==> src/rtl/ledCtrlPkg.sv <==
package ledCtrlPkg;
  localparam int NUM_LED   = 4;
  localparam int NUM_TGL   = 3;
  localparam int ON_LSB    = 16;
  localparam int FLASH_LSB = 20;
  localparam int TGL_LSB   = 24;
  localparam int CD_BIT    = 13;
  localparam int MIN_W     = TGL_LSB + NUM_TGL;

  typedef struct packed {
    logic               load;
    logic [NUM_LED-1:0] onData;
    logic [NUM_LED-1:0] tglMask;
    logic [NUM_LED-1:0] flashData;
    logic               cdData;
    logic               flashPhase;
  } ledStrobe_t;
endpackage

==> src/rtl/ledCtrlCtl.sv <==
module ledCtrlCtl
  import ledCtrlPkg::*;
#(
  parameter int DATA_W      = 32,
  parameter int HALF_PERIOD = 12_500_000
) (
  input  logic              clk,
  input  logic              rstN,
  input  logic              wrEn,
  input  logic [DATA_W-1:0] wrData,
  output ledStrobe_t        strobe
);
  localparam int CNT_W = (HALF_PERIOD > 1) ? $clog2(HALF_PERIOD) : 1;
  localparam logic [CNT_W-1:0] CNT_LAST = CNT_W'(HALF_PERIOD - 1);

  logic [CNT_W-1:0]   divCnt;
  logic               phase;
  logic [NUM_LED-1:0] tglMask;

  // Free-running blink timebase shared by all lamps
  always_ff @(posedge clk or negedge rstN) begin
    if (!rstN) begin
      divCnt <= '0;
      phase  <= 1'b0;
    end else if (divCnt == CNT_LAST) begin
      divCnt <= '0;
      phase  <= ~phase;
    end else begin
      divCnt <= divCnt + 1'b1;
    end
  end

  // Only the lower lamps have a toggle mode
  for (genvar i = 0; i < NUM_LED; i++) begin : gTgl
    if (i < NUM_TGL) begin : gHas
      assign tglMask[i] = wrData[TGL_LSB+i];
    end else begin : gNone
      assign tglMask[i] = 1'b0;
    end
  end

  always_comb begin
    strobe.load       = wrEn;
    strobe.onData     = wrData[ON_LSB +: NUM_LED];
    strobe.flashData  = wrData[FLASH_LSB +: NUM_LED];
    strobe.tglMask    = tglMask;
    strobe.cdData     = wrData[CD_BIT];
    strobe.flashPhase = phase;
  end

  AST_PHASE_AT_WRAP: assert property (@(posedge clk) disable iff (!rstN)
    !$stable(phase) |-> $past(divCnt) == CNT_LAST) else $error("phase flip off wrap");
  AST_CNT_BOUND: assert property (@(posedge clk) disable iff (!rstN)
    divCnt <= CNT_LAST) else $error("divider out of range");
endmodule

==> src/rtl/ledCtrlDp.sv <==
module ledCtrlDp
  import ledCtrlPkg::*;
#(
  parameter int DATA_W = 32
) (
  input  logic               clk,
  input  logic               rstN,
  input  ledStrobe_t         strobe,
  input  logic               carrierIn,
  output logic [DATA_W-1:0]  rdData,
  output logic [NUM_LED-1:0] ledOut
);
  logic [NUM_LED-1:0] onReg;
  logic [NUM_LED-1:0] flashReg;
  logic [NUM_TGL-1:0] tglReg;
  logic               cdReg;

  always_ff @(posedge clk or negedge rstN) begin
    if (!rstN) begin
      onReg    <= '0;
      flashReg <= '0;
      tglReg   <= '0;
      cdReg    <= 1'b0;
    end else if (strobe.load) begin
      for (int i = 0; i < NUM_LED; i++) begin
        if (strobe.tglMask[i]) begin
          if (strobe.onData[i]) onReg[i] <= ~onReg[i];
        end else begin
          onReg[i] <= strobe.onData[i];
        end
      end
      flashReg <= strobe.flashData;
      tglReg   <= strobe.tglMask[NUM_TGL-1:0];
      cdReg    <= strobe.cdData;
    end
  end

  always_comb begin
    rdData = '0;
    rdData[ON_LSB +: NUM_LED]    = onReg;
    rdData[FLASH_LSB +: NUM_LED] = flashReg;
    rdData[TGL_LSB +: NUM_TGL]   = tglReg;
    rdData[CD_BIT]               = cdReg;
  end

  for (genvar i = 0; i < NUM_LED; i++) begin : gLed
    if (i == 0) begin : gCarrier
      assign ledOut[i] = cdReg ? carrierIn
                       : (onReg[i] | (flashReg[i] & strobe.flashPhase));
    end else begin : gPlain
      assign ledOut[i] = onReg[i] | (flashReg[i] & strobe.flashPhase);
    end

    AST_TOGGLE_FLIP: assert property (@(posedge clk) disable iff (!rstN)
      $past(strobe.load && strobe.tglMask[i] && strobe.onData[i])
      |-> onReg[i] != $past(onReg[i])) else $error("toggle failed");
    AST_TOGGLE_HOLD: assert property (@(posedge clk) disable iff (!rstN)
      $past(strobe.load && strobe.tglMask[i] && !strobe.onData[i])
      |-> $stable(onReg[i])) else $error("toggle hold failed");
  end

  AST_ON_WINS: assert property (@(posedge clk) disable iff (!rstN)
    (onReg[1] && flashReg[1]) |-> ledOut[1]) else $error("on lost to flash");
  AST_CARRIER: assert property (@(posedge clk) disable iff (!rstN)
    cdReg |-> ledOut[0] == carrierIn) else $error("carrier not followed");
  AST_LED4_DIRECT: assert property (@(posedge clk) disable iff (!rstN)
    $past(strobe.load) |-> onReg[NUM_LED-1] == $past(strobe.onData[NUM_LED-1]))
    else $error("lamp 4 not direct");
  AST_NO_WRITE_HOLD: assert property (@(posedge clk) disable iff (!rstN)
    !$past(strobe.load) |-> $stable(rdData)) else $error("state moved");
endmodule

==> src/rtl/ledCtrlReg.sv <==
module ledCtrlReg
  import ledCtrlPkg::*;
#(
  parameter int DATA_W      = 32,
  parameter int HALF_PERIOD = 12_500_000
) (
  input  logic              clk,
  input  logic              rstN,
  input  logic              wrEn,
  input  logic [DATA_W-1:0] wrData,
  output logic [DATA_W-1:0] rdData,
  input  logic              carrierIn,
  output logic [3:0]        ledOut
);
  ledStrobe_t strobe;

  initial begin
    AST_WIDTH_OK: assert (DATA_W >= MIN_W) else $error("DATA_W too small");
  end

  ledCtrlCtl #(.DATA_W(DATA_W), .HALF_PERIOD(HALF_PERIOD)) uCtl (
    .clk(clk), .rstN(rstN), .wrEn(wrEn), .wrData(wrData), .strobe(strobe)
  );

  ledCtrlDp #(.DATA_W(DATA_W)) uDp (
    .clk(clk), .rstN(rstN), .strobe(strobe), .carrierIn(carrierIn),
    .rdData(rdData), .ledOut(ledOut)
  );
endmodule

==> config.mk <==
export PLATFORM = sky130hd
export DESIGN_NAME = ledCtrlReg
export DESIGN_NICKNAME = d
export VERILOG_FILES = /design/src/rtl/ledCtrlPkg.sv /design/src/rtl/ledCtrlCtl.sv /design/src/rtl/ledCtrlDp.sv /design/src/rtl/ledCtrlReg.sv
export SDC_FILE = /design/constraint.sdc
export NUM_CORES = 1
export LEC_CHECK = 0
export ABC_CLOCK_PERIOD_IN_PS = 2200
export BUFFER_PORTS_ARGS = -buffer_cell sky130_fd_sc_hd__buf_2
export CORE_AREA = 2 2 86 88
export CTS_BUF_LIST = sky130_fd_sc_hd__clkbuf_8
export DETAILED_ROUTE_END_ITERATION = 10
export DIE_AREA = 0 0 88 90
export GPL_ROUTABILITY_DRIVEN = 0
export PLACE_DENSITY = 0.61
export SLEW_MARGIN = 20
export SYNTH_ARGS = -nofsm -noshare
export SYNTH_HDL_FRONTEND = slang
export SYNTH_HIERARCHICAL = 1
export SYNTH_SLANG_ARGS = --single-unit
==> constraint.sdc <==
create_clock -name clk -period 2.2 [get_ports clk]
set_input_delay 0 -clock clk [delete_from_list [all_inputs] [get_ports clk]]
set_output_delay 0 -clock clk [all_outputs]
set_load 0.01 [all_outputs]
# Word level (Yosys, flattened, before mapping)
# Index checks and enable logic that the tools add are counted.
# totals
elab_cells	37
out_inout_bits	36
regBits	37
# classes
n_bitwise	12
n_mux	8
n_eq_ne	4
add_sub_neg	1
reduce_logical	3
# ops
cell	n
$add A24 B1 Y24 const B	1
$eq A24 B24 Y1 const B	1
$mux W24	1
$mux W1	7
$ne A2 B2 Y1 const B	3
$reduce_and A2 Y1	3
$and A1 B1 Y1	4
$not A1 Y1	4
$or A1 B1 Y1	4

# Longest topological paths before layout
# Gate-level depths: netlist (run 1).
# depth
ltp_word	3
depth_mapped	7
mapped_depth_nobuf	5

# Modules after synthesis
# Netlist (run 1), hierarchy kept.
# by_module_without_submodules
module	instances	area_each_um2	seq_area_each_um2	cells_per_inst
ledCtrlCtl	1	1341.3	625.6	131
ledCtrlDp	1	709.4	300.3	66

# Worst setup path after synthesis (run 1)
# Ideal clock, no wire load.
# synth_path
path_type	reg2reg
startpoint	register uCtl.divCnt[0]
endpoint	register uCtl.divCnt[20]
synth_period_minus_slack_ns	1.625
path_buffers	1
setup_ns	0.077
path_stages_with_launch	7
setup_slack_ns	0.575
arrival_ns	1.548
cell_sequence	dfrtp_1 -> ha_1 -> and4_1 -> buf_4 -> nand3_4 -> or4_1 -> a21oi_1
# synth_between
elab_chain_len	2
elab_cells_between_ends	3
classes_between	1 x add/sub; 1 x eq/ne; 1 x mux
# synth_rtl
item	line_no	source
start, declared	ledCtrlCtl.sv:16	logic [CNT_W-1:0] divCnt;
start signal, assigned	ledCtrlCtl.sv:29	divCnt <= divCnt + 1'b1;
$add A24 B1 Y24 / $eq A24 B24 Y1 (equally long branches)	ledCtrlCtl.sv:29, ledCtrlCtl.sv:25	
$mux W24 *	ledCtrlCtl.sv:25	end else if (divCnt == CNT_LAST) begin
# Every way passes the cells marked *; elsewhere a longest branch is shown, timed or not.
# A chain may end at the register's enable or synchronous reset.

# Worst setup path after layout (run 1)
# Ends and elaborated chain as after synthesis.

==> results_dict.tcl, run 1 <==
set metrics [dict create \
    status "complete, no violations" \
    yosys-top-cells-area "dfrtp_1 45%, buf_4 14%, a21oi_1 4.1%" \
    routed_via_density 4.28 \
    yosys_warnings 6 \
    worstSkewPairLatency_ns 0.28 \
    crit_chain "ha_1 -> and4_1 -> nand3_4 -> or4_1 -> a21oi_1" \
    setup_tns_ns 0 \
    worstPathMaxFanout 9 \
    r2r_cells 5 \
    htreeDepth 2 \
    grt_setup_unrepaired "false" \
    core-area_mm2 0.00702 \
    grt_first_pass_wirelength_mm 5.89 \
    firstDrtPassIters 4 \
    synth_common_cells "37 x buf_4, 37 x dfrtp_1, 17 x a21oi_1" \
    yosys.area.top_type "dfrtp_1" \
    endpoint "uCtl/divCnt[20]$_DFF_PN0_" \
    netlist_instances 197 \
    reg2reg_from "uCtl/divCnt[0]$_DFF_PN0_" \
    ant_nets 0 \
    cts_tree "built" \
    yosys.cell_types.count 34 \
    synthSimpleGateAreaFrac_pct 16.8 \
    nets 261 \
    power_frac_comb_pct 12.3 \
    drtIter0Drc 49 \
    synth_fa_ha_area_share_pct 0.610 \
    swShare_pct 24.9 \
    synthXorXnorAreaFrac_pct 5.55 \
    startpoint "uCtl/divCnt[0]$_DFF_PN0_" \
    critPathKind "reg2reg" \
    muxShareOfSynthArea_pct 4.76 \
    p_sw_w 0.000330 \
    dieArea_mm2 0.00792 \
    slew_viol_final 0 \
    routed_wl_mm 3.52 \
    hold_slack_ns 0.0285 \
    hold_path_class "in2reg" \
    period_needed_ns 1.81 \
    setup_viol 0 \
    start_util_pct 29.2 \
    max_freq_mhz 552 \
    place_hpwl_mm 2.38 \
    wl_per_cell_um 10.9 \
    finalCritPeriodShare_pct 82.3 \
    slowest_stage "or4_1" \
    pwr-share-clk_pct 32.9 \
    reg2reg_to "uCtl/divCnt[20]$_DFF_PN0_" \
    relSlewSlack_pct 44.8 \
    hold_viol 0 \
    critPathLaunchType "register" \
    syn2layout_area_growth_pct 10.6 \
    r2r_slack_ns 0.39 \
    vias 1386 \
    synth_compound_gate_area_share_pct 9.88 \
    synth_top_family_by_area "simple AND/OR/NAND/NOR gates" \
    area.sequential_um2 926 \
    crit_required_ns 2.41 \
    synth_ff_type "dfrtp_1" \
    ys_seq_area_share_pct 45.1 \
    port_buffers 31 \
    p_int_w 0.000996 \
    synth_edf_count 0 \
    grt_pass1_vias 1313 \
    drive_gt1_share_pct 23.6 \
    antenna_found_initial 0 \
    drc 0 \
    diodes 0 \
    maxCapViolCount 0 \
    power_frac_seq_pct 54.7 \
    power_density_mw_per_mm2 584 \
    slowest_delay_ns 0.49 \
    die_y_um 90 \
    multiInputGateArea_um2 851 \
    cp-end-kind "register" \
    cts_root_buf "clkbuf_8" \
    ys_seq_elements 37 \
    cts_num_sinks 37 \
    rows 31 \
    cts.clk_slew.worst_paths_ns 0.07 \
    grt_start_max_net_pins 38 \
    grt_use_total_pct 9.29 \
    synth.avg_cell_area_um2 10.4 \
    synth_top_area_share_pct 45.1 \
    totalPowerFinal_w 0.00133 \
    cp_data_arrival_time_ns 2.02 \
    skew_ns 0.00357 \
    io_pins 72 \
    die_w_um 88 \
    p_leak_nw 1.04 \
    cts_buffer_depth 2 \
    fill_cells 710 \
    grt.overflow.total 0 \
    async_reset_ff_share_pct 100 \
    cts_made_buffers 5 \
    syn_area_mm2 0.00205 \
    ir_drop_uv 189 \
    worstMarginPinSlew_ns 0.828 \
]
==> routing by layer <==
metal  wire [um]  part of all wire (%)  track usage [%]  vias up
met3         251                   7.1             3.86        4
met2        1610                    46             15.1       48
li1            -                     -                -      685
met5           0                     0                0        -
met4          18                  0.51             2.31        0
met1        1640                    47             11.3      649
==> cells by family after synthesis <==
kind of cell	count (synthesis)
compound gates	36
xor+xnor	13
fa+ha+maj	1
buf+inv	46
flops	37
mux	8
other cells	2
simple gates	54
==> how the worst min path moves through the flow <==
stage / start / endpoint / slack, ns / depth (start not counted)
final: wrData[17] / uDp/onReg[1]$_DFFE_PN0P_ / 0.03 / 3
after global routing: wrData[19] / uDp/onReg[3]$_DFFE_PN0P_ / 0.04 / 3
after CTS: wrData[18] / uDp/onReg[2]$_DFFE_PN0P_ / 0.02 / 3
after detailed placement: rstN / uCtl/divCnt[1]$_DFF_PN0_ / 0.15 / 1
after global placement: rstN / uCtl/divCnt[1]$_DFF_PN0_ / 0.15 / 1
after floorplan: rstN / uCtl/divCnt[0]$_DFF_PN0_ / -0.30 / 0
==> metrics by stage <==
step,instances,utilization [%],instance area (um2),setup slack (ns)
after global placement,306,29.7,2090,0.392
after global routing,324,32.3,2270,0.223
after detailed placement,306,29.7,2090,0.389
final,324,32.3,2270,0.390
after CTS,324,32.3,2270,0.374
after floorplan,216,-,2120,0.575
==> registers in the layout (all words and copies together), names as in the netlist <==
name / count
uCtl/divCnt: 24
uDp/flashReg: 4
uDp/onReg: 4
uDp/tglReg: 3
uCtl/phase: 1
uDp/cdReg: 1
==> timing repair <==
item,4_1_cts,5_1_grt
endpoints found under the hold margin,46,0
buffers inserted,0,0
hold buffers,10,0
gates resized for setup,0,0
==> layout make-up <==
cell class / instances / share of cell area, %
clock buffer: 5 / 3.03
clock inverter: 3 / 0.607
inverter: 4 / 0.662
multi-input combinational: 133 / 37.5
sequential: 37 / 40.8
tap: 99 / 5.46
timing repair buffer: 43 / 11.9
==> cell usage in the layout, fill, tap and decap left out, types with 3 or more instances in the layout <==
| cell | synthesis | layout |
|---|---|---|
| a21o_1 | 3 | 3 |
| a21oi_1 | 17 | 17 |
| and4_1 | 4 | 4 |
| buf_2 | 2 | 31 |
| clkbuf_8 | 0 | 5 |
| conb_1 | 2 | 21 |
| dfrtp_1 | 37 | 37 |
| dlygate4sd3_1 | 0 | 10 |
| inv_1 | 4 | 5 |
| mux2_2 | 6 | 6 |
| nand2_1 | 9 | 9 |
| nand3_1 | 11 | 11 |
| nand4_1 | 3 | 3 |
| nor2_1 | 6 | 6 |
| o21ai_0 | 11 | 11 |
| o31ai_1 | 4 | 4 |
| or3_1 | 5 | 5 |
| or4_1 | 4 | 4 |
| xnor2_1 | 8 | 8 |
| xor2_1 | 5 | 5 |
==> critical path, delay by kind of cell, from the launching register on <==
family	cells	cell delay, ns
AOI/OAI and AO/OA	1	0.15
and+or+nand+nor	3	0.99
adders and majority gates	1	0.20
DFF	1	0.38
==> power by group through the flow <==
stage | Sequential, W | Clock (W) | Combinational, W
finish | 0.000726 | 0.000437 | 0.000163
floorplan | 0.000750 | 0 | 0.000122
global route | 0.000730 | 0.000496 | 0.000183
detailed placement | 0.000739 | 0 | 0.000151
global placement | 0.000738 | 0 | 0.000149
CTS | 0.000726 | 0.000464 | 0.000165
Power figures use the tool's default switching activity.
==> inputs of run 2 (changes only) <==
Settings changed: ABC_CLOCK_PERIOD_IN_PS 2200 to 1530, PLACE_DENSITY 0.61 to 0.63.
Clock period 2.2 ns to 1.53 ns, I/O delays scaled along.
==> results_dict.tcl, run 2 (synthesized netlist as in run 1, its figures left out) <==
set metrics [dict create \
    status "finished with violations" \
    violations "negative setup slack" \
    largest_reg_flops 24 \
    p_int_w 0.00153 \
    fill_cells 700 \
    critPathKind "reg2reg" \
    start_util_pct 29.2 \
    core-area_mm2 0.00702 \
    r2r_slack_ns -0.03 \
    routed_wl_mm 3.97 \
    multiInputGateArea_um2 917 \
    antenna_found_initial 0 \
    startpoint "uCtl/divCnt[11]$_DFF_PN0_" \
    wl_per_cell_um 11.3 \
    r2r_cells 4 \
    finalCritPeriodShare_pct 102 \
    max_freq_mhz 643 \
    syn2layout_area_growth_pct 25.4 \
    port_buffers 31 \
    p_sw_w 0.000490 \
    grt_use_total_pct 10.1 \
    reg2reg_from "uCtl/divCnt[11]$_DFF_PN0_" \
    setup_tns_ns -0.0332 \
    firstDrtPassIters 4 \
    grt_first_pass_wirelength_mm 6.43 \
    ir_drop_uv 300 \
    endpoint "uCtl/divCnt[19]$_DFF_PN0_" \
    cts_buffer_depth 2 \
    grt.overflow.total 0 \
    final_cell_mix "37 x dfrtp_1, 31 x buf_2, 25 x buf_4" \
    grt_start_max_net_pins 38 \
    cts_root_buf "clkbuf_8" \
    setup_viol 3 \
    vias 1511 \
    grt_setup_unrepaired "true" \
    swShare_pct 24.2 \
    io_pins 72 \
    power_density_mw_per_mm2 787 \
    p_leak_nw 1.18 \
    drive_gt1_share_pct 38.5 \
    cp-end-kind "register" \
    reg2reg_to "uCtl/divCnt[19]$_DFF_PN0_" \
    fin_cells 351 \
    drtIter0Drc 94 \
    crit_required_ns 1.75 \
    cts_tree "built" \
    diodes 0 \
    critPathLaunchType "register" \
    slew_viol_final 0 \
    ant_nets 0 \
    htreeDepth 2 \
    rows 31 \
    finalWorstSetupSlack_ns -0.0254 \
    final_common_cell "dfrtp_1" \
    regMostFlops "uCtl/divCnt" \
    cts_num_sinks 37 \
    skew_ns 0.00188 \
    cts.clk_slew.worst_paths_ns 0.07 \
    routed_via_density 4.30 \
    die_w_um 88 \
    nets 288 \
    period_needed_ns 1.56 \
    worstSkewPairLatency_ns 0.28 \
    dp.cells 332 \
    cp_data_arrival_time_ns 1.77 \
    worstPathMaxFanout 5 \
    power_frac_seq_pct 51.6 \
    drc 0 \
    hold_path_class "in2reg" \
    grt_pass1_vias 1452 \
    area.sequential_um2 926 \
    power_frac_comb_pct 11.8 \
    pwr-share-clk_pct 36.6 \
    cts_made_buffers 5 \
    dieArea_mm2 0.00792 \
    hold_slack_ns 0.0109 \
    maxCapViolCount 0 \
    die_y_um 90 \
    reg.largest.list "uCtl/divCnt: 24 flops, uDp/flashReg: 4 flops, uDp/onReg: 4 flops" \
    hold_viol 0 \
    place_hpwl_mm 2.71 \
]
-- run 2: area by class of cell --
cell class | count | area share [%]
clock buffers | 7 | 3.75
clock inverters | 1 | 0.195
inverters | 4 | 0.584
multi-input cells | 133 | 35.7
flip-flops and latches | 37 | 36.0
well taps | 99 | 4.82
repair buffers | 70 | 19.0
-- run 2: through the flow --
step	area, um2	total power, W	utilization, %	setup slack (ns)
after CTS	2520	0.00205	36.0	-0.0255
after global routing	2570	0.00216	36.6	-0.106
final	2570	0.00202	36.6	-0.0254
after global placement	2290	0.00128	32.6	-0.0475
after floorplan	2130	0.00125	-	-0.0746
after detailed placement	2290	0.00128	32.6	-0.0973
-- run 2: worst max-delay path: stages (launching register included) --
cell and delay, ns:
dfrtp_1 0.37, and4_4 0.25, nand4_1 0.19, or4_4 0.56, a21oi_2 0.12
-- run 2: routing by layer --
| metal | wire [um] | vias to the layer above | share of wire [%] | GRT usage (%) |
|---|---|---|---|---|
| li1 | - | 741 | - | - |
| met1 | 1820 | 716 | 46 | 13.0 |
| met2 | 1890 | 48 | 47 | 16.3 |
| met3 | 200 | 6 | 5.0 | 2.85 |
| met4 | 61 | 0 | 1.5 | 3.33 |
| met5 | 0 | - | 0 | 0 |
-- run 2: timing repair --
| item | 4_1_cts | 5_1_grt |
|---|---|---|
| cloned | 0 | 0 |
| pin swaps | 8 | 9 |
| hold buffers | 10 | 0 |
| endpoints found under the hold margin | 46 | 0 |
| endpoints found under the setup margin | 8 | 17 |
| setup buffers | 1 | 0 |
| resized for setup | 8 | 11 |
-- run 2: worst min path at each step --
stage,startpoint,end,slack (ns),cells past startpoint
after floorplan,rstN,uCtl/divCnt[0]$_DFF_PN0_,-0.30,0
after global placement,rstN,uCtl/divCnt[13]$_DFF_PN0_,0.08,2
after detailed placement,rstN,uCtl/divCnt[13]$_DFF_PN0_,0.08,2
after CTS,wrData[18],uDp/onReg[2]$_DFFE_PN0P_,0.008,3
after global routing,wrData[18],uDp/onReg[2]$_DFFE_PN0P_,0.03,3
final,wrData[18],uDp/onReg[2]$_DFFE_PN0P_,0.01,3
-- run 2: power groups by stage --
stage / combinational (W) / clock [W] / sequential [W]
CTS: 0.000240 / 0.000770 / 0.00104
finish: 0.000238 / 0.000741 / 0.00104
global route: 0.000269 / 0.000839 / 0.00105
floorplan: 0.000175 / 0 / 0.00108
detailed placement: 0.000220 / 0 / 0.00106
global placement: 0.000218 / 0 / 0.00106
==> inputs of run 3 (changes only) <==
Settings changed: CTS_BUF_LIST sky130_fd_sc_hd__clkbuf_8 to sky130_fd_sc_hd__clkbuf_4 sky130_fd_sc_hd__clkbuf_8 sky130_fd_sc_hd__clkbuf_16, SKIP_CTS_REPAIR_TIMING set to 1.
==> results_dict.tcl, run 3 (synthesized netlist as in run 1, its figures left out) <==
set metrics [dict create \
    max_freq_mhz 641 \
    final_common_cell "dfrtp_1" \
    place_hpwl_mm 2.71 \
    crit_required_ns 1.74 \
    finalWorstSetupSlack_ns -0.0309 \
    cp-end-kind "register" \
    fin_cells 350 \
    ant_nets 0 \
    worstPathMaxFanout 5 \
    grt_pass1_vias 1368 \
    drive_gt1_share_pct 37.5 \
    nets 287 \
    hold_viol 0 \
    vias 1515 \
    routed_wl_mm 3.95 \
    final_cell_mix "37 x dfrtp_1, 31 x buf_2, 24 x buf_4" \
    port_buffers 31 \
    start_util_pct 29.2 \
    crit_buf_inv 0 \
    antenna_found_initial 0 \
    syn2layout_area_growth_pct 24.6 \
    regMostFlops "uCtl/divCnt" \
    fin_util_pct 36.4 \
    grt_use_total_pct 9.66 \
    period_needed_ns 1.56 \
    cts_tree "built" \
    status "finished with violations" \
    grt_start_max_net_pins 38 \
    violations "negative setup slack" \
    finalCritPeriodShare_pct 102 \
    reg.largest.list "uCtl/divCnt: 24 flops, uDp/flashReg: 4 flops, uDp/onReg: 4 flops" \
    dieArea_mm2 0.00792 \
    slowest_stage "or4_1" \
    multiInputGateArea_um2 908 \
    crit_chain "ha_2 -> and4_4 -> nand3_4 -> or4_1 -> a21oi_1" \
    drtIter0Drc 77 \
    cp.depth 5 \
    cts_made_buffers 5 \
    firstDrtPassIters 4 \
    rows 31 \
    cts_buffer_depth 2 \
    die_y_um 90 \
    reg2reg_from "uCtl/divCnt[1]$_DFF_PN0_" \
    grt.overflow.total 0 \
    critPathLaunchType "register" \
    routed_via_density 4.33 \
    startpoint "uCtl/divCnt[1]$_DFF_PN0_" \
    endpoint "uCtl/divCnt[20]$_DFF_PN0_" \
    hold_path_class "in2reg" \
    cts.clk_slew.worst_paths_ns 0.07 \
    crit_family "simple AND/OR/NAND/NOR gates" \
    r2r_slack_ns -0.03 \
    dp.cells 332 \
    slew_viol_final 0 \
    p_leak_nw 1.17 \
    slowest_delay_ns 0.46 \
    cts_root_buf "clkbuf_8" \
    skew_ns 0.00465 \
    diodes 0 \
    cts_num_sinks 37 \
    maxCapViolCount 0 \
    largest_reg_flops 24 \
    power_density_mw_per_mm2 793 \
    io_pins 72 \
    die_w_um 88 \
    htreeDepth 2 \
    reg2reg_to "uCtl/divCnt[20]$_DFF_PN0_" \
    worstSkewPairLatency_ns 0.28 \
    setup_tns_ns -0.0748 \
    area.sequential_um2 926 \
    wl_per_cell_um 11.3 \
    critPathKind "reg2reg" \
    pre_cts_ws_ns -0.0973 \
    core-area_mm2 0.00702 \
    totalPowerFinal_w 0.00203 \
    grt_first_pass_wirelength_mm 6.13 \
    cp_data_arrival_time_ns 1.77 \
    setup_viol 4 \
    grt_setup_unrepaired "true" \
    r2r_cells 5 \
    drc 0 \
    ir_drop_uv 345 \
    fill_cells 705 \
]
[run 3: worst register-to-register path, delay by kind of cell, from the launching register on]
| kind | cells | cell delay [ns] |
|---|---|---|
| adder cells (fa/ha/maj) | 1 | 0.19 |
| flip-flops | 1 | 0.38 |
| AND/OR/NAND/NOR | 3 | 0.77 |
| AO/OA/AOI/OAI | 1 | 0.14 |
[run 3: stage by stage]
step	instance area (um2)	hold WS, ns
2_1_floorplan	2130	-0.296
3_3_place_gp	2290	0.0774
3_5_place_dp	2290	0.0827
4_1_cts	2390	-0.228
5_1_grt	2550	0.0388
6_report	2550	0.00843
[run 3: area by class of cell]
class	instances	area share [%]
timing repair buffer	69	18.8
clock inverter	1	0.196
multi-input combinational	133	35.6
clock buffer	7	3.77
tap	99	4.85
sequential	37	36.2
inverter	4	0.588
[run 3: how the worst min path moves through the flow]
| stage | from | end | slack [ns] | cells after the start |
|---|---|---|---|---|
| after floorplan | rstN | uCtl/divCnt[0]$_DFF_PN0_ | -0.30 | 0 |
| final | wrData[18] | uDp/onReg[2]$_DFFE_PN0P_ | 0.008 | 3 |
| after global placement | rstN | uCtl/divCnt[13]$_DFF_PN0_ | 0.08 | 2 |
| after CTS | rstN | uCtl/divCnt[13]$_DFF_PN0_ | -0.23 | 2 |
| after global routing | wrData[18] | uDp/onReg[2]$_DFFE_PN0P_ | 0.04 | 3 |
| after detailed placement | rstN | uCtl/divCnt[13]$_DFF_PN0_ | 0.08 | 2 |
[run 3: layer usage]
layer,up-vias,share of wire (%),GRT usage [%]
met5,-,0,0
met4,0,1.3,3.21
met3,6,5.2,3.03
met2,52,48,14.8
met1,717,45,12.8
li1,740,-,-
[run 3: power by group]
group          switching (W)  leakage (nW)  internal (W)  total (W)
Combinational       0.000128         0.641      0.000110   0.000238
Sequential         0.0000287         0.475       0.00101    0.00104
Clock               0.000336        0.0542      0.000407   0.000743
